--- src/rtl/sfr_pkg.sv ---
package sfr_pkg;
  localparam int unsigned DW = 8;

  // Fixed addresses the core decodes by value
  localparam int unsigned A_INDIR = 0;
  localparam int unsigned A_TMRW  = 1;
  localparam int unsigned A_PCLO  = 2;
  localparam int unsigned A_STAT  = 3;
  localparam int unsigned A_PTR   = 4;
  localparam int unsigned A_PORT0 = 5;

  typedef enum logic [2:0] {
    TGT_NONE, TGT_TMR, TGT_WREG, TGT_PCL, TGT_STAT, TGT_PTR, TGT_IO, TGT_RAM
  } tgt_e;

  typedef enum logic [1:0] {
    K_OTHER = 2'd0,
    K_CALL  = 2'd1,
    K_JUMP  = 2'd2
  } kind_e;

  // PC bit 8 selection for a write into the PC low byte
  function automatic logic pc_bit8(input logic [1:0] kind, input logic opb);
    return (kind == K_JUMP) ? opb : 1'b0;
  endfunction
endpackage

--- src/rtl/sfr_addr_resolve.sv ---
module sfr_addr_resolve
  import sfr_pkg::*;
#(
  parameter int unsigned AW        = 5,
  parameter int unsigned NUM_IO    = 5,
  parameter logic [NUM_IO-1:0] IO_AS_RAM = '0,
  localparam int unsigned IOW      = (NUM_IO > 1) ? $clog2(NUM_IO) : 1
) (
  input  logic [AW-1:0]  addr,
  input  logic [AW-1:0]  ptr_lo,
  input  logic           rtw,
  output logic [AW-1:0]  eff,
  output logic           indirect,
  output logic           is_null,
  output tgt_e           tgt,
  output logic [IOW-1:0] io_idx
);
  assign indirect = (addr == AW'(A_INDIR));
  assign eff      = indirect ? ptr_lo : addr;
  assign is_null  = (eff == AW'(A_INDIR));

  always_comb begin
    tgt    = TGT_RAM;
    io_idx = '0;
    if (is_null)                   tgt = TGT_NONE;
    else if (eff == AW'(A_TMRW))   tgt = rtw ? TGT_TMR : TGT_WREG;
    else if (eff == AW'(A_PCLO))   tgt = TGT_PCL;
    else if (eff == AW'(A_STAT))   tgt = TGT_STAT;
    else if (eff == AW'(A_PTR))    tgt = TGT_PTR;
    else begin
      for (int i = 0; i < NUM_IO; i++) begin
        if (eff == AW'(A_PORT0 + i)) begin
          io_idx = IOW'(i);
          tgt    = IO_AS_RAM[i] ? TGT_RAM : TGT_IO;
        end
      end
    end
  end
endmodule

--- src/rtl/sfr_core_regs.sv ---
module sfr_core_regs
  import sfr_pkg::*;
(
  input  logic          clk,
  input  logic          rst_n,
  input  logic [DW-1:0] wr_data,
  input  logic          ptr_we,
  input  logic          wreg_fwe,
  input  logic          stat_we,
  input  logic          w_we,
  input  logic [DW-1:0] w_wd,
  input  logic          opt_we,
  input  logic [DW-1:0] opt_wd,
  output logic [DW-1:0] ptr_q,
  output logic [DW-1:0] wreg_q,
  output logic [DW-1:0] status_q,
  output logic [DW-1:0] option_q
);
  always_ff @(posedge clk or negedge rst_n) begin
    if (!rst_n) begin
      ptr_q    <= '0;
      wreg_q   <= '0;
      status_q <= '0;
      option_q <= '1;
    end else begin
      if (ptr_we)        ptr_q  <= wr_data;
      if (wreg_fwe)      wreg_q <= wr_data;
      else if (w_we)     wreg_q <= w_wd;
      if (stat_we)       status_q <= wr_data;
      if (opt_we)        option_q <= opt_wd;
    end
  end

  // register-file write beats the direct load
  a_r6_file_wins: assert property (@(posedge clk) disable iff (!rst_n)
    (wreg_fwe && w_we) |=> (wreg_q == $past(wr_data)));

  // pointer write visible one edge later
  a_r9_ptr_next_edge: assert property (@(posedge clk) disable iff (!rst_n)
    ptr_we |=> (ptr_q == $past(wr_data)));

  // option load
  a_r11_opt_load: assert property (@(posedge clk) disable iff (!rst_n)
    opt_we |=> (option_q == $past(opt_wd)));
endmodule

--- src/rtl/sfr_pc_load.sv ---
module sfr_pc_load
  import sfr_pkg::*;
#(
  parameter int unsigned PCW = 11,
  localparam int unsigned PAGE_W = PCW - DW - 1
) (
  input  logic           clk,
  input  logic           rst_n,
  input  logic           hit,
  input  logic [1:0]     kind,
  input  logic           op_bit8,
  input  logic [DW-1:0]  status_q,
  input  logic [DW-1:0]  wr_data,
  output logic           pc_load,
  output logic [PCW-1:0] pc_load_val
);
  function automatic logic [PCW-1:0] jump_target(
    input logic [DW-1:0] st, input logic [1:0] k, input logic ob, input logic [DW-1:0] lo);
    return {st[DW-1 -: PAGE_W], pc_bit8(k, ob), lo};
  endfunction

  assign pc_load     = hit;
  assign pc_load_val = jump_target(status_q, kind, op_bit8, wr_data);

  // a call always clears bit 8
  a_r7_call_b8: assert property (@(posedge clk) disable iff (!rst_n)
    (pc_load && kind == K_CALL) |-> !pc_load_val[DW]);

  // the low byte carries the written data
  a_r7_low_byte: assert property (@(posedge clk) disable iff (!rst_n)
    pc_load |-> (pc_load_val[DW-1:0] == wr_data));
endmodule

--- src/rtl/sfr_front.sv ---
module sfr_front
  import sfr_pkg::*;
#(
  parameter int unsigned AW     = 5,
  parameter int unsigned NUM_IO = 5,
  parameter logic [NUM_IO-1:0] IO_AS_RAM = 5'b11000,
  parameter int unsigned PCW    = 11,
  localparam int unsigned IOW   = (NUM_IO > 1) ? $clog2(NUM_IO) : 1
) (
  input  logic                 clk,
  input  logic                 rst_n,
  input  logic [AW-1:0]        rd_addr,
  output logic [7:0]           rd_data,
  input  logic                 wr_en,
  input  logic [AW-1:0]        wr_addr,
  input  logic [7:0]           wr_data,
  input  logic [1:0]           instr_kind,
  input  logic                 op_bit8,
  input  logic                 w_we,
  input  logic [7:0]           w_wd,
  output logic [7:0]           wreg_q,
  input  logic                 opt_we,
  input  logic [7:0]           opt_wd,
  output logic [7:0]           option_q,
  output logic [7:0]           status_q,
  input  logic [7:0]           pc_low_in,
  output logic                 pc_load,
  output logic [PCW-1:0]       pc_load_val,
  input  logic [7:0]           tmr_rd_data,
  output logic                 tmr_we,
  output logic [7:0]           tmr_wd,
  input  logic [NUM_IO*8-1:0]  io_rd_data,
  output logic [NUM_IO-1:0]    io_we,
  output logic [7:0]           io_wd,
  output logic [AW-1:0]        ram_raddr,
  input  logic [7:0]           ram_rdata,
  output logic                 ram_we,
  output logic [AW-1:0]        ram_waddr,
  output logic [7:0]           ram_wdata
);
  logic [DW-1:0]  ptr_q;
  logic           rtw;
  logic [AW-1:0]  rd_eff, wr_eff;
  logic           rd_ind, wr_ind, rd_null, wr_null;
  tgt_e           rd_tgt, wr_tgt;
  logic [IOW-1:0] rd_io_idx, wr_io_idx;
  logic           wr_go, ptr_we, wreg_fwe, stat_we, pcl_hit;
  logic [DW-1:0]  io_byte [NUM_IO];
  logic [DW-1:0]  io_rd_sel;

  assign rtw = option_q[DW-1];

  sfr_addr_resolve #(.AW(AW), .NUM_IO(NUM_IO), .IO_AS_RAM(IO_AS_RAM)) u_rd_res (
    .addr(rd_addr), .ptr_lo(ptr_q[AW-1:0]), .rtw(rtw),
    .eff(rd_eff), .indirect(rd_ind), .is_null(rd_null), .tgt(rd_tgt), .io_idx(rd_io_idx));

  sfr_addr_resolve #(.AW(AW), .NUM_IO(NUM_IO), .IO_AS_RAM(IO_AS_RAM)) u_wr_res (
    .addr(wr_addr), .ptr_lo(ptr_q[AW-1:0]), .rtw(rtw),
    .eff(wr_eff), .indirect(wr_ind), .is_null(wr_null), .tgt(wr_tgt), .io_idx(wr_io_idx));

  // Unpack port bytes
  for (genvar g = 0; g < NUM_IO; g++) begin : g_io
    assign io_byte[g] = io_rd_data[g*DW +: DW];
    assign io_we[g]   = wr_go && (wr_tgt == TGT_IO) && (wr_io_idx == IOW'(g));
  end

  always_comb begin
    io_rd_sel = '0;
    for (int i = 0; i < NUM_IO; i++)
      if (rd_io_idx == IOW'(i)) io_rd_sel = io_byte[i];
  end

  // Read mux: combinational, sees the pre-write state
  always_comb begin
    unique case (rd_tgt)
      TGT_TMR:  rd_data = tmr_rd_data;
      TGT_WREG: rd_data = wreg_q;
      TGT_PCL:  rd_data = pc_low_in;
      TGT_STAT: rd_data = status_q;
      TGT_PTR:  rd_data = ptr_q;
      TGT_IO:   rd_data = io_rd_sel;
      TGT_RAM:  rd_data = ram_rdata;
      default:  rd_data = '0;
    endcase
  end

  // Write strobes
  assign wr_go     = wr_en && !wr_null;
  assign ptr_we    = wr_go && (wr_tgt == TGT_PTR);
  assign wreg_fwe  = wr_go && (wr_tgt == TGT_WREG);
  assign stat_we   = wr_go && (wr_tgt == TGT_STAT);
  assign pcl_hit   = wr_go && (wr_tgt == TGT_PCL);
  assign tmr_we    = wr_go && (wr_tgt == TGT_TMR);
  assign ram_we    = wr_go && (wr_tgt == TGT_RAM);
  assign tmr_wd    = wr_data;
  assign io_wd     = wr_data;
  assign ram_wdata = wr_data;
  assign ram_waddr = wr_eff;
  assign ram_raddr = rd_eff;

  sfr_core_regs u_regs (
    .clk(clk), .rst_n(rst_n), .wr_data(wr_data),
    .ptr_we(ptr_we), .wreg_fwe(wreg_fwe), .stat_we(stat_we),
    .w_we(w_we), .w_wd(w_wd), .opt_we(opt_we), .opt_wd(opt_wd),
    .ptr_q(ptr_q), .wreg_q(wreg_q), .status_q(status_q), .option_q(option_q));

  sfr_pc_load #(.PCW(PCW)) u_pc (
    .clk(clk), .rst_n(rst_n), .hit(pcl_hit), .kind(instr_kind), .op_bit8(op_bit8),
    .status_q(status_q), .wr_data(wr_data), .pc_load(pc_load), .pc_load_val(pc_load_val));

  // at most one target per write
  a_r10_one_strobe: assert property (@(posedge clk) disable iff (!rst_n)
    $onehot0({tmr_we, |io_we, ram_we, pc_load, ptr_we, wreg_fwe, stat_we}));

  // idle port strobes nothing
  a_r10_idle_quiet: assert property (@(posedge clk) disable iff (!rst_n)
    !wr_en |-> !(tmr_we || (|io_we) || ram_we || pc_load || ptr_we || wreg_fwe || stat_we));

  // a null indirect write is silent and leaves the pointer alone
  a_r4_null_silent: assert property (@(posedge clk) disable iff (!rst_n)
    (wr_en && wr_ind && ptr_q[AW-1:0] == '0) |=> $stable(ptr_q));

  // a null indirect read returns 0
  a_r4_null_read: assert property (@(posedge clk) disable iff (!rst_n)
    (rd_ind && ptr_q[AW-1:0] == '0) |-> (rd_data == '0));

  // with the timer mapped, an address-1 write leaves the working register alone
  a_r5_wreg_untouched: assert property (@(posedge clk) disable iff (!rst_n)
    (wr_en && wr_eff == AW'(A_TMRW) && rtw && !w_we) |=> $stable(wreg_q));

  // ports mapped as RAM never strobe their latch
  a_r8_ram_ports_quiet: assert property (@(posedge clk) disable iff (!rst_n)
    (io_we & IO_AS_RAM) == '0);
endmodule

--- config.mk ---
export PLATFORM = sky130hd
export DESIGN_NAME = sfr_front
export DESIGN_NICKNAME = d
export VERILOG_FILES = /design/src/rtl/sfr_pkg.sv /design/src/rtl/sfr_addr_resolve.sv /design/src/rtl/sfr_core_regs.sv /design/src/rtl/sfr_pc_load.sv /design/src/rtl/sfr_front.sv
export SDC_FILE = /design/constraint.sdc
export NUM_CORES = 1
export LEC_CHECK = 0
export BUFFER_PORTS_ARGS = -buffer_cell sky130_fd_sc_hd__buf_4
export CORE_MARGIN = 10
export CORE_UTILIZATION = 42
export DETAILED_ROUTE_END_ITERATION = 16
export PLACE_DENSITY = 0.83
export SYNTH_ARGS = -nofsm -noshare
export SYNTH_HDL_FRONTEND = slang
export SYNTH_SLANG_ARGS = --single-unit
--- constraint.sdc ---
create_clock -name clk -period 2.1 [get_ports clk]
set_clock_uncertainty 0.2 [all_clocks]
set_input_delay 0 -clock clk [delete_from_list [all_inputs] [get_ports clk]]
set_output_delay 0 -clock clk [all_outputs]
set_load 0.02 [all_outputs]
=== Word level (Yosys, flattened, before mapping) ===
Cells that the tools add are included.

* Word-level logic and storage cells: 116
* Output and inout port bits: 85
* Flip-flop bits (word level): 32
* Bits of input ports: 106

* Eq/ne operators: 41
* Reductions and logical operators: 21
* Multiplexer cells: 50

{| class="wikitable"
|+ Operators with widths
! cell !! count
|-
| 2-to-1 mux 3 bit || 22
|-
| 2-to-1 mux 8 bit || 7
|-
| case mux 8 bit (7 select lines) || 1
|-
| == test 5 x 3 -> 1 bit (second input constant) || 8
|-
| == test 3 bit (second input constant) || 10
|-
| == test 3 x 2 -> 1 bit (second input constant) || 8
|-
| == test 5 x 2 -> 1 bit (second input constant) || 4
|-
| == test 5 x 4 -> 1 bit (second input constant) || 4
|-
| logical NOT 5 bit || 4
|-
| logical AND 1 bit || 13
|-
| 2-to-1 mux 1 bit || 13
|-
| == test 3 x 1 -> 1 bit (second input constant) || 4
|-
| == test 5 x 1 -> 1 bit (second input constant) || 2
|-
| 2-to-1 mux 2 bit || 5
|-
| 2-to-1 mux 5 bit || 2
|-
| logical NOT 3 bit || 2
|-
| == test 2 bit (second input constant) || 1
|-
| nonzero test 2 bit || 1
|-
| logical NOT 1 bit || 1
|}

=== Depth between registers and ports, before layout ===
Gate-level depths: netlist (run 1).

* Depth after elaboration: 19
* Mapped depth: 9
* Depth with buffers taken out: 7

=== Cells and area by module ===
Synthesis (run 1) repeated with hierarchy kept, for this count alone.

* Cells, all modules: 357
* Area total of the unflattened synthesis: 3228.1 µm²

{| class="wikitable"
|+ By module, submodules not included
! module !! seq. area each (µm²) !! times used !! cells each !! area an instance (µm²)
|-
| sfr_core_regs || 810.8 || 1 || 85 || 1377.6
|-
| sfr_front || 0.0 || 1 || 154 || 1143.6
|-
| sfr_addr_resolve || 0.0 || 2 || 53 || 307.8
|-
| sfr_pc_load || 0.0 || 1 || 12 || 91.3
|}

=== Worst setup path after synthesis (run 1) ===
OpenSTA, ideal clock, no wires.

* Kind: register -> output
* Start: reg u_regs.ptr_q[2]
* End: out rd_data[4]
* Required time: 1.900 ns
* Buffers on the path: 2
* Arrival time: 2.049 ns
* Slack: -0.149 ns
* Stages on the path, launching flop included: 8
* Cell sequence: dfrtp_1 nor3_2 a22oi_1 or2_1 buf_6 buf_8 o221a_1 o311ai_1

* Longest elaborated chain between the ends: 18
* Elaborated cells between the ends (all ways): 48
* Classes of those cells: eq/ne (20); mux (26); reduce/logical (2)

{| class="wikitable"
|+ RTL lines
! element !! line !! text
|-
| start, declared || sfr_core_regs.sv:14 || <nowiki>output logic [DW-1:0] ptr_q,</nowiki>
|-
| start signal, assigned || sfr_core_regs.sv:26 || <nowiki>if (ptr_we) ptr_q <= wr_data;</nowiki>
|-
| 2-to-1 mux 5 bit (*) || sfr_addr_resolve.sv:19 || <nowiki>assign eff = indirect ? ptr_lo : addr;</nowiki>
|-
| == test 5 x 3 -> 1 bit || sfr_addr_resolve.sv:32 || <nowiki>if (eff == AW'(A_PORT0 + i)) begin</nowiki>
|-
| 2-to-1 mux 1 bit || sfr_addr_resolve.sv:32 ||
|-
| 2-to-1 mux 2 bit (2 in series) || sfr_addr_resolve.sv:32 ||
|-
| 2-to-1 mux 3 bit || sfr_addr_resolve.sv:32 ||
|-
| 2-to-1 mux 3 bit || sfr_addr_resolve.sv:29 || <nowiki>else if (eff == AW'(A_PTR)) tgt = TGT_PTR;</nowiki>
|-
| 2-to-1 mux 3 bit || sfr_addr_resolve.sv:28 || <nowiki>else if (eff == AW'(A_STAT)) tgt = TGT_STAT;</nowiki>
|-
| 2-to-1 mux 3 bit || sfr_addr_resolve.sv:27 || <nowiki>else if (eff == AW'(A_PCLO)) tgt = TGT_PCL;</nowiki>
|-
| 2-to-1 mux 3 bit || sfr_addr_resolve.sv:26 || <nowiki>else if (eff == AW'(A_TMRW)) tgt = rtw ? TGT_TMR : TGT_WREG;</nowiki>
|-
| 2-to-1 mux 3 bit || sfr_addr_resolve.sv:25 || <nowiki>if (is_null) tgt = TGT_NONE;</nowiki>
|-
| logical NOT 3 bit || sfr_front.sv:70 || <nowiki>if (rd_io_idx == IOW'(i)) io_rd_sel = io_byte[i];</nowiki>
|-
| 2-to-1 mux 8 bit (5 in series) || sfr_front.sv:70 ||
|-
| case mux 8 bit (7 select lines) (*) || sfr_front.sv:75 || <nowiki>unique case (rd_tgt)</nowiki>
|-
| end, declared || sfr_front.sv:13 || <nowiki>output logic [7:0] rd_data,</nowiki>
|}

Every way passes the cells marked *; elsewhere a longest branch is shown, timed or not.

=== Worst setup path after layout (run 1) ===
* Start: reg u_regs.ptr_q[3]
* End: out rd_data[0]

Same word-level chain as after synthesis.

==> results of run 1 <==
flip-flops by register name (all words and copies together) (netlist names):
signal / flops
u_regs.option_q: 8
u_regs.ptr_q: 8
u_regs.status_q: 8
u_regs.wreg_q: 8
where the power goes:
part | switching, mW | internal, mW | total [mW]
sequential | 0.111 | 0.723 | 0.834
combinational | 0.586 | 0.630 | 1.22
clock | 0.220 | 0.299 | 0.519
total | 0.917 | 1.65 | 2.57
kinds of logic after synthesis:
family                 after synthesis  synth area share, %
multiplexers                        46                 18.0
flip-flops                          32                 29.2
other                                1                0.135
AND/OR/NAND/NOR                     76                 14.8
buffers and inverters               62                 15.7
AO/OA/AOI/OAI                       78                 22.3
final cells by class:
type	instances	area share (%)
Clock buffer	8	1.98
Inverter	13	0.963
Multi-Input combinational cell	203	37.4
Sequential cell	32	16.1
Tap cell	77	1.90
Timing Repair Buffer	257	41.7
Yosys cell counts, drive strengths merged:
master   count
conb         1
nand4b       1
a31oi        4
nand4        4
o31ai        1
buf         46
o2111ai      1
o221ai       1
nand3        3
o311ai       7
clkbuf       3
mux2        31
dfstp        8
nor2        38
a311o        1
or2          1
a22o         7
a21oi       10
a21boi       2
a32oi        1
nor4         2
dfrtp       24
inv         13
o211a        1
mux2i       15
o41ai        1
a31o         4
nand2       15
nor3b        2
nor3         8
o21ai       12
a211oi       1
nand2b       2
a22oi       10
o221a        7
o22ai        7
worst max path at each step:
stage / cells after the start / startpoint / endpoint / slack, ps
2_1_floorplan: 7 / u_regs.ptr_q[2]$_DFFE_PN0P_ / rd_data[6] / 20
3_3_place_gp: 7 / u_regs.ptr_q[3]$_DFFE_PN0P_ / rd_data[7] / -30
3_5_place_dp: 8 / u_regs.ptr_q[3]$_DFFE_PN0P_ / rd_data[1] / -90
4_1_cts: 7 / u_regs.ptr_q[3]$_DFFE_PN0P_ / rd_data[0] / -220
5_1_grt: 7 / u_regs.ptr_q[2]$_DFFE_PN0P_ / rd_data[5] / -360
6_report: 7 / u_regs.ptr_q[3]$_DFFE_PN0P_ / rd_data[0] / -290
timing repair:
action                                  CTS  global route
gates cloned                              1             1
hold endpoints to repair                 64             0
hold buffers                             42             0
gates resized for setup                  31            52
setup buffers                            10             3
pin swaps                                13            16
endpoints found under the setup margin   13            35
per-stage QoR:
stage          hold slack, ps  power [mW]  std cells
6_report                -2.78        2.57        590
3_3_place_gp             -239        1.77        525
2_1_floorplan            -496        1.33        296
5_1_grt                  44.6        2.68        590
4_1_cts                  3.75        2.47        586
3_5_place_dp             -241        1.79        525
per-layer routing:
layer	up-vias	GRT usage [%]	routed length, microns
met2	201	41.0	6690
met5	-	0	0
li1	1499	-	-
met3	40	8.51	1190
met4	0	9.65	625
met1	1632	23.7	4720
==> impl_results.md, run 1 <==
* Outcome: finished with violations
* Failing checks: negative hold slack, negative setup slack
* FMAX at 0.418 GHz
* Final ANT Viol Nets at 0
* Worst-case reg-to-reg path depth at 8
* Post-DP Area at 4090 sq um
* Final period util at 114%
* Slew headroom at 67.0%
* Nets at 618
* Worst vdd ir at 0.468 mV
* Multi-input logic area at 1890 sq um
* GPL Wtd Cong at 0.902
* First-pass GRT wire length at 18,800 microns
* H-tree levels at 2
* Synth Instances at 295
* Final setup fails at 37
* HPWL Detailed at 9040 microns
* Top cell type's share of synthesized area at 21.6%
* Final Hold Slack at -2.78 ps
* Antenna cells at 0
* Clk_lat worst skew at 270 ps
* Slew Limit Fails at 0
* Die H at 101 microns
* Total negative setup slack at -5480 ps
* Detailed Routing Iterations Pass 1 at 5
* WS Path Type: flop to output pin
* Post-synth top area cell: dfrtp_1
* GRT Total Usage at 23.0%
* Crit-path max FO at 14
* Total CTS buffers at 5
* Clock transition at the registers of the reported paths at 70 ps
* Clock sinks at 32
* Syn. warnings at 0
* CTS tree: yes
* Most common cell after layout, fill and taps aside: buf_4
* Max Cap Viol at 0
* Starting Density at 43.5%
* FF-to-FF Start: u_regs.ptr_q[3]$_DFFE_PN0P_
* Slew @ Worst Pin at 492 ps
* Final Hold Viols at 2
* Reg2reg setup slack at -240 ps
* Fill count at 407
* CP Cell Sequence: nor3b_4 > a22oi_2 > or2_4 > buf_12 > o221a_4 > o311ai_4 > buf_6
* Top cells by area, synth: dfrtp_1, mux2_2, buf_4
* Yosys reg bits at 32
* Most frequent cells in the layout: buf_4, dlygate4sd3_1, nor2_1
* Power density over the cells at 507 nW/um^2
* 1st-iter DRT viols at 223
* Routed wire length at 13,200 microns
* I/O pins at 191
* Row cnt at 29
* Critical Path RT at 1900 ps
* Crit start category: flop
* WL/cell at 22.4 microns
* Area occupied by registers at 815 sq um
* Residual DRC count at 0
* Layout cell share with drive strength beyond 1 at 63.9%
* Synth cell types at 54
* Setup WS pre-CTS at -91.4 ps
* Die X at 101 microns
* RSZ-0062 raised after global routing: yes
* Design Area, Final at 5070 sq um
* Routed vias at 3,372
* Critical Path AT at 2190 ps
* Initial antenna violation count at 0
* Largest net degree at the start of global routing at 33
* Clk buf depth at 2
* CP peak stage delay at 410 ps
* Count of input and output buffers at 180
* Crit. End Element: output pin
* Clk root buf: clkbuf_8
* Die footprint at 10,300 sq um
* Leak at 2.38 nW
* Final worst slack at -292 ps
* Buf/Inv on CP at 2
* Sequential share of the synthesized area at 29.2%
* Slowest library cell on the worst path: dfrtp_2
* Mean Syn Cell Area at 9.42 sq um
* Reg-to-reg endpoint: u_regs.ptr_q[5]$_DFFE_PN0P_
* Area grow syn2layout at 82.3%
* Vias in the first global route at 3,601
* Worst hold path class: input port to asynchronous set/reset pin
* Core area at 6390 sq um
* Vias/cell at 5.72
* Post-Syn Area at 2780 sq um
* Remaining global-route overflow at 0
* Fin crit period at 2390 ps
* Layout Utilization at 79.3%
* CP top delay family: compound AO/OA/AOI/OAI gates
Note: power is estimated with default switching activity, not from simulation.
==> run 2, diff against run 1 <==
CORE_UTILIZATION = 43   (was 42)
CTS_BUF_LIST = sky130_fd_sc_hd__clkbuf_4   (was default)
PLACE_DENSITY = 0.85   (was 0.83)
==> run 2 against run 1 <==
Effect of this change:
- clock power is 38% lower
- register-to-register slack better by 330 ps
- fmax is 2.1% lower
- setup slack worse by 51 ps
- final area is 3.8% lower
- critical path depth stayed put
- sequential share of layout area is 0.63 points higher
- worst hold slack better by 28 ps
- wire length is 6.8% lower
- the flow finishes with violations (negative setup slack)
- core utilization is 2.1 points lower
- non-clock buffer count is 2 lower
==> impl_results.md, run 2 (synthesis results as in run 1) <==
* Nets at 615
* Most common cell after layout, fill and taps aside: buf_4
* Die H at 100 microns
* Most frequent cells in the layout: buf_4, dlygate4sd3_1, nor2_1
* Largest net degree at the start of global routing at 25
* Design Power at 2.29 mW
* Critical Path RT at 1900 ps
* Max Cap Viol at 0
* Slew headroom at 28.0%
* Count of input and output buffers at 180
* Non-Filler Instances at 587
* Core area at 6310 sq um
* FF-to-FF Start: u_regs.ptr_q[4]$_DFFE_PN0P_
* Die footprint at 10,100 sq um
* H-tree levels at 2
* Die X at 100 microns
* Row cnt at 29
* Residual DRC count at 0
* Design Area, Final at 4880 sq um
* 1st-iter DRT viols at 162
* Area occupied by registers at 815 sq um
* Worst vdd ir at 0.461 mV
* Worst hold path class: input port to asynchronous set/reset pin
* Worst-case reg-to-reg path depth at 6
* Final setup fails at 8
* Slew @ Worst Pin at 1080 ps
* Final Hold Slack at 25.6 ps
* Area grow syn2layout at 75.4%
* Clk root buf: clkbuf_4
* GPL Wtd Cong at 0.855
* Initial antenna violation count at 1
* # placed instances at 524
* Routed wire length at 12,300 microns
* Reg2reg setup slack at 90 ps
* Reg-to-reg endpoint: u_regs.ptr_q[3]$_DFFE_PN0P_
* Power density over the cells at 470 nW/um^2
* Layout cell share with drive strength beyond 1 at 61.3%
* RSZ-0062 raised after global routing: yes
* Final Hold Viols at 0
* CTS tree: yes
* I/O pins at 191
* Critical Path AT at 2240 ps
* Leak at 2.27 nW
* Total CTS buffers at 5
* Final ANT Viol Nets at 0
* GRT Total Usage at 22.4%
* Routed vias at 3,225
* Layout Utilization at 77.2%
* Vias in the first global route at 3,558
* Remaining global-route overflow at 0
* Fill count at 437
* HPWL Detailed at 8940 microns
* Slew Limit Fails at 0
* Final period util at 116%
* Fin crit period at 2440 ps
* Crit. End Element: output pin
* Starting Density at 44.0%
* Crit start category: flop
* Multi-input logic area at 1770 sq um
* Clk_lat worst skew at 320 ps
* WS Path Type: flop to output pin
* Clock transition at the registers of the reported paths at 100 ps
* Final worst slack at -344 ps
* First-pass GRT wire length at 18,200 microns
* Outcome: finished with violations
* Clk buf depth at 2
* FMAX at 0.409 GHz
* Vias/cell at 5.49
* Failing checks: negative setup slack
* Detailed Routing Iterations Pass 1 at 5
* Crit-path max FO at 7
* WL/cell at 21.0 microns
* Post-DP Area at 4090 sq um
* Clock sinks at 32
-- run 2: through the flow --
| step | setup slack (ps) | setup TNS (ps) |
|---|---|---|
| after floorplan | 19.5 | 0 |
| after global routing | -391 | -3030 |
| after global placement | -16.8 | -64.8 |
| after CTS | -286 | -2030 |
| final | -344 | -2440 |
| after detailed placement | -86.3 | -483 |
-- run 2: worst max-delay path by stage --
stage                                            from          to  depth (start not counted)
after floorplan           u_regs.ptr_q[2]$_DFFE_PN0P_  rd_data[6]                          7
after global placement    u_regs.ptr_q[3]$_DFFE_PN0P_  rd_data[7]                          7
after detailed placement  u_regs.ptr_q[3]$_DFFE_PN0P_  rd_data[6]                          8
after CTS                 u_regs.ptr_q[3]$_DFFE_PN0P_  rd_data[6]                          8
after global routing      u_regs.ptr_q[3]$_DFFE_PN0P_  rd_data[2]                          8
final                     u_regs.ptr_q[3]$_DFFE_PN0P_  rd_data[2]                          7
-- run 2: worst max-delay path: stages (launching register included) --
cell and delay [ps]:
dfrtp_2 420, nor3b_4 220, a22oi_2 90, or2_4 300, clkbuf_16 170, o221a_2 290, o311ai_2 240, buf_4 190
-- run 2: metal layers --
layer  vias up  share of wire [%]  track usage (%)
met3        25                8.1             6.80
met2       158                 53             40.1
met1      1555                 36             23.8
li1       1487                  -                -
met4         0                3.0             9.02
met5         -                  0                0
-- run 2: power by group --
group          switching [mW]  internal (mW)  leakage (nW)  total [mW]
sequential              0.104          0.722         0.378       0.826
clock                   0.203          0.117        0.0261       0.320
combinational           0.555          0.593          1.87        1.15
total                   0.862           1.43          2.27        2.29
-- run 2: final cells by class --
class	instances	area share, %
diodes	1	0.0513
clock buffers	5	0.770
clock inverters	2	0.154
inverters	13	1.00
multi-input cells	202	36.2
flip-flops and latches	32	16.7
well taps	77	1.98
repair buffers	255	43.1
-- run 2: timing repair --
item / in CTS / in global routing
pin swaps: 6 / 8
resized for setup: 17 / 23
gates cloned: 0 / 1
hold endpoints to repair: 64 / 0
hold buffers: 43 / 0
endpoints found under the setup margin: 8 / 42
buffers inserted: 9 / 2
==> run 3, diff against run 2 <==
CORE_UTILIZATION = 42   (was 43)
CTS_BUF_LIST = sky130_fd_sc_hd__clkbuf_4 sky130_fd_sc_hd__clkbuf_8 sky130_fd_sc_hd__clkbuf_16   (was sky130_fd_sc_hd__clkbuf_4)
PLACE_DENSITY = 0.83   (was 0.85)
clock period = 2.7 ns   (was 2.1 ns; I/O delays follow)
==> run 3 against run 2 <==
Effect of this change:
- the run now ends clean
- combinational power fell by 32%
- non-clock buffer count shrank 31
- sequential power fell by 23%
- register-to-register slack improved by 90 ps
- power decreased by 20%
- critical path depth is the same
- critical path type unchanged
- critical endpoint is now rd_data[5]
==> impl_results.md, run 3 (synthesis results as in run 1) <==
* GPL Wtd Cong at 0.941
* Layout cell share with drive strength beyond 1 at 54.9%
* Switch share at 34.8%
* Max Cap Viol at 0
* Residual DRC count at 0
* Outcome: finished, final reports clean
* Setup WS pre-CTS at 273 ps
* CP peak stage delay at 510 ps
* GRT Total Usage at 22.3%
* Fin crit period at 2630 ps
* HPWL Detailed at 8890 microns
* H-tree levels at 2
* Crit-path max FO at 8
* Leak at 2.10 nW
* Remaining global-route overflow at 0
* WL/cell at 21.9 microns
* Routed wire length at 12,200 microns
* Vias/cell at 5.58
* Slowest library cell on the worst path: a32oi_1
* Starting Density at 43.5%
* Slew headroom at 59.8%
* Worst Setup EP: rd_data[5]
* Final Hold Viols at 0
* Initial antenna violation count at 0
* Crit path launch: u_regs.ptr_q[2]$_DFFE_PN0P_
* Final worst slack at 69.5 ps
* Final ANT Viol Nets at 0
* Die H at 101 microns
* Crit start category: flop
* Int Power at 1.20 mW
* Core area at 6390 sq um
* Power density over the cells at 417 nW/um^2
* Antenna cells at 0
* Final period util at 97.4%
* WS Path Type: flop to output pin
* Layout Utilization at 69.0%
* Clock transition at the registers of the reported paths at 70 ps
* Most common cell after layout, fill and taps aside: buf_4
* Largest net degree at the start of global routing at 23
* Die footprint at 10,300 sq um
* Detailed Routing Iterations Pass 1 at 4
* Slew @ Worst Pin at 602 ps
* Clk root buf: clkbuf_8
* Nets at 584
* Routed vias at 3,103
* Area grow syn2layout at 58.5%
* Worst vdd ir at 0.423 mV
* Die X at 101 microns
* Crit. End Element: output pin
* FF-to-FF Start: u_regs.ptr_q[4]$_DFFE_PN0P_
* Fill count at 486
* CTS tree: yes
* Reg-to-reg endpoint: u_regs.wreg_q[7]$_DFFE_PN0P_
* Area occupied by registers at 811 sq um
* Row cnt at 29
* Count of input and output buffers at 180
* Combinational share of power at 42.6%
* Clk_lat worst skew at 280 ps
* Reg2reg setup slack at 180 ps
* Worst hold path class: input port to output pin
* I/O pins at 191
* First-pass GRT wire length at 18,300 microns
* Sequential power share at 34.8%
* Vias in the first global route at 3,261
* Critical Path AT at 2430 ps
* CP Cell Sequence: nor3_2 > a32oi_1 > nor2_2 > a22o_1 > mux2i_1 > o311ai_2 > buf_4
* Clock power frac at 22.6%
* Total CTS buffers at 5
* NetSw at 0.640 mW
* Multi-input logic area at 1570 sq um
* Critical Path RT at 2500 ps
* 1st-iter DRT viols at 232
* Worst-case reg-to-reg path depth at 8
* Clk buf depth at 2
* FMAX at 0.380 GHz
* Clock sinks at 32
* Slew Limit Fails at 0
* Final setup fails at 0
* Most frequent cells in the layout: buf_4, dlygate4sd3_1, nor2_1
[run 3: repair_timing]
action,4_1_cts,5_1_grt
setup buffers,0,2
pin swaps,0,2
hold buffers,39,0
endpoints found under the hold margin,64,0
endpoints found under the setup margin,1,9
gates resized for setup,1,5
[run 3: power groups by stage]
stage | Combinational [mW] | Clock (mW) | Sequential [mW]
after floorplan | 0.347 | 0 | 0.681
after global placement | 0.689 | 0 | 0.639
after detailed placement | 0.701 | 0 | 0.643
after CTS | 0.766 | 0.423 | 0.635
after global routing | 0.832 | 0.442 | 0.648
final | 0.783 | 0.415 | 0.639
[run 3: worst min-delay path by stage]
stage / from / endpoint / slack [ps] / depth (start not counted)
floorplan: rst_n / u_regs.ptr_q[0]$_DFFE_PN0P_ / -500 / 0
global route: instr_kind[0] / pc_load_val[8] / 60 / 3
finish: instr_kind[0] / pc_load_val[8] / 50 / 3
detailed placement: rst_n / u_regs.status_q[1]$_DFFE_PN0P_ / -240 / 1
global placement: rst_n / u_regs.status_q[1]$_DFFE_PN0P_ / -240 / 1
CTS: instr_kind[0] / pc_load_val[8] / 50 / 3
[run 3: metal layers]
layer | up-vias | global-route usage (%) | routed length [microns]
met5 | - | 0 | 0
met4 | 0 | 3.54 | 119
met3 | 14 | 9.46 | 1610
met2 | 179 | 40.0 | 6120
met1 | 1488 | 24.2 | 4350
li1 | 1422 | - | -
[run 3: worst max-delay path, delay by kind of cell, from the launching register on]
family / cells / cell delay [ps]
AOI/OAI and AO/OA: 3 / 960
buffers and inverters: 1 / 190
DFF: 1 / 470
muxes: 1 / 220
and+or+nand+nor: 2 / 300
[run 3: final cells by class]
type / instances / area share [%]
sequential: 32 / 18.4
clock buffer: 8 / 2.36
tap: 77 / 2.19
inverter: 13 / 1.11
multi-input combinational: 202 / 35.6
timing repair buffer: 224 / 40.4
[run 3: metrics by stage]
stage	hold WS, ps	cell area [sq um]	setup TNS [ps]	instances	power (mW)
after global placement	-244	3870	0	507	1.33
after CTS	52.8	4360	0	554	1.82
after floorplan	-496	2780	0	296	1.03
after global routing	56.7	4410	-76.9	556	1.92
after detailed placement	-241	3870	0	507	1.34
final	51.4	4410	0	556	1.84
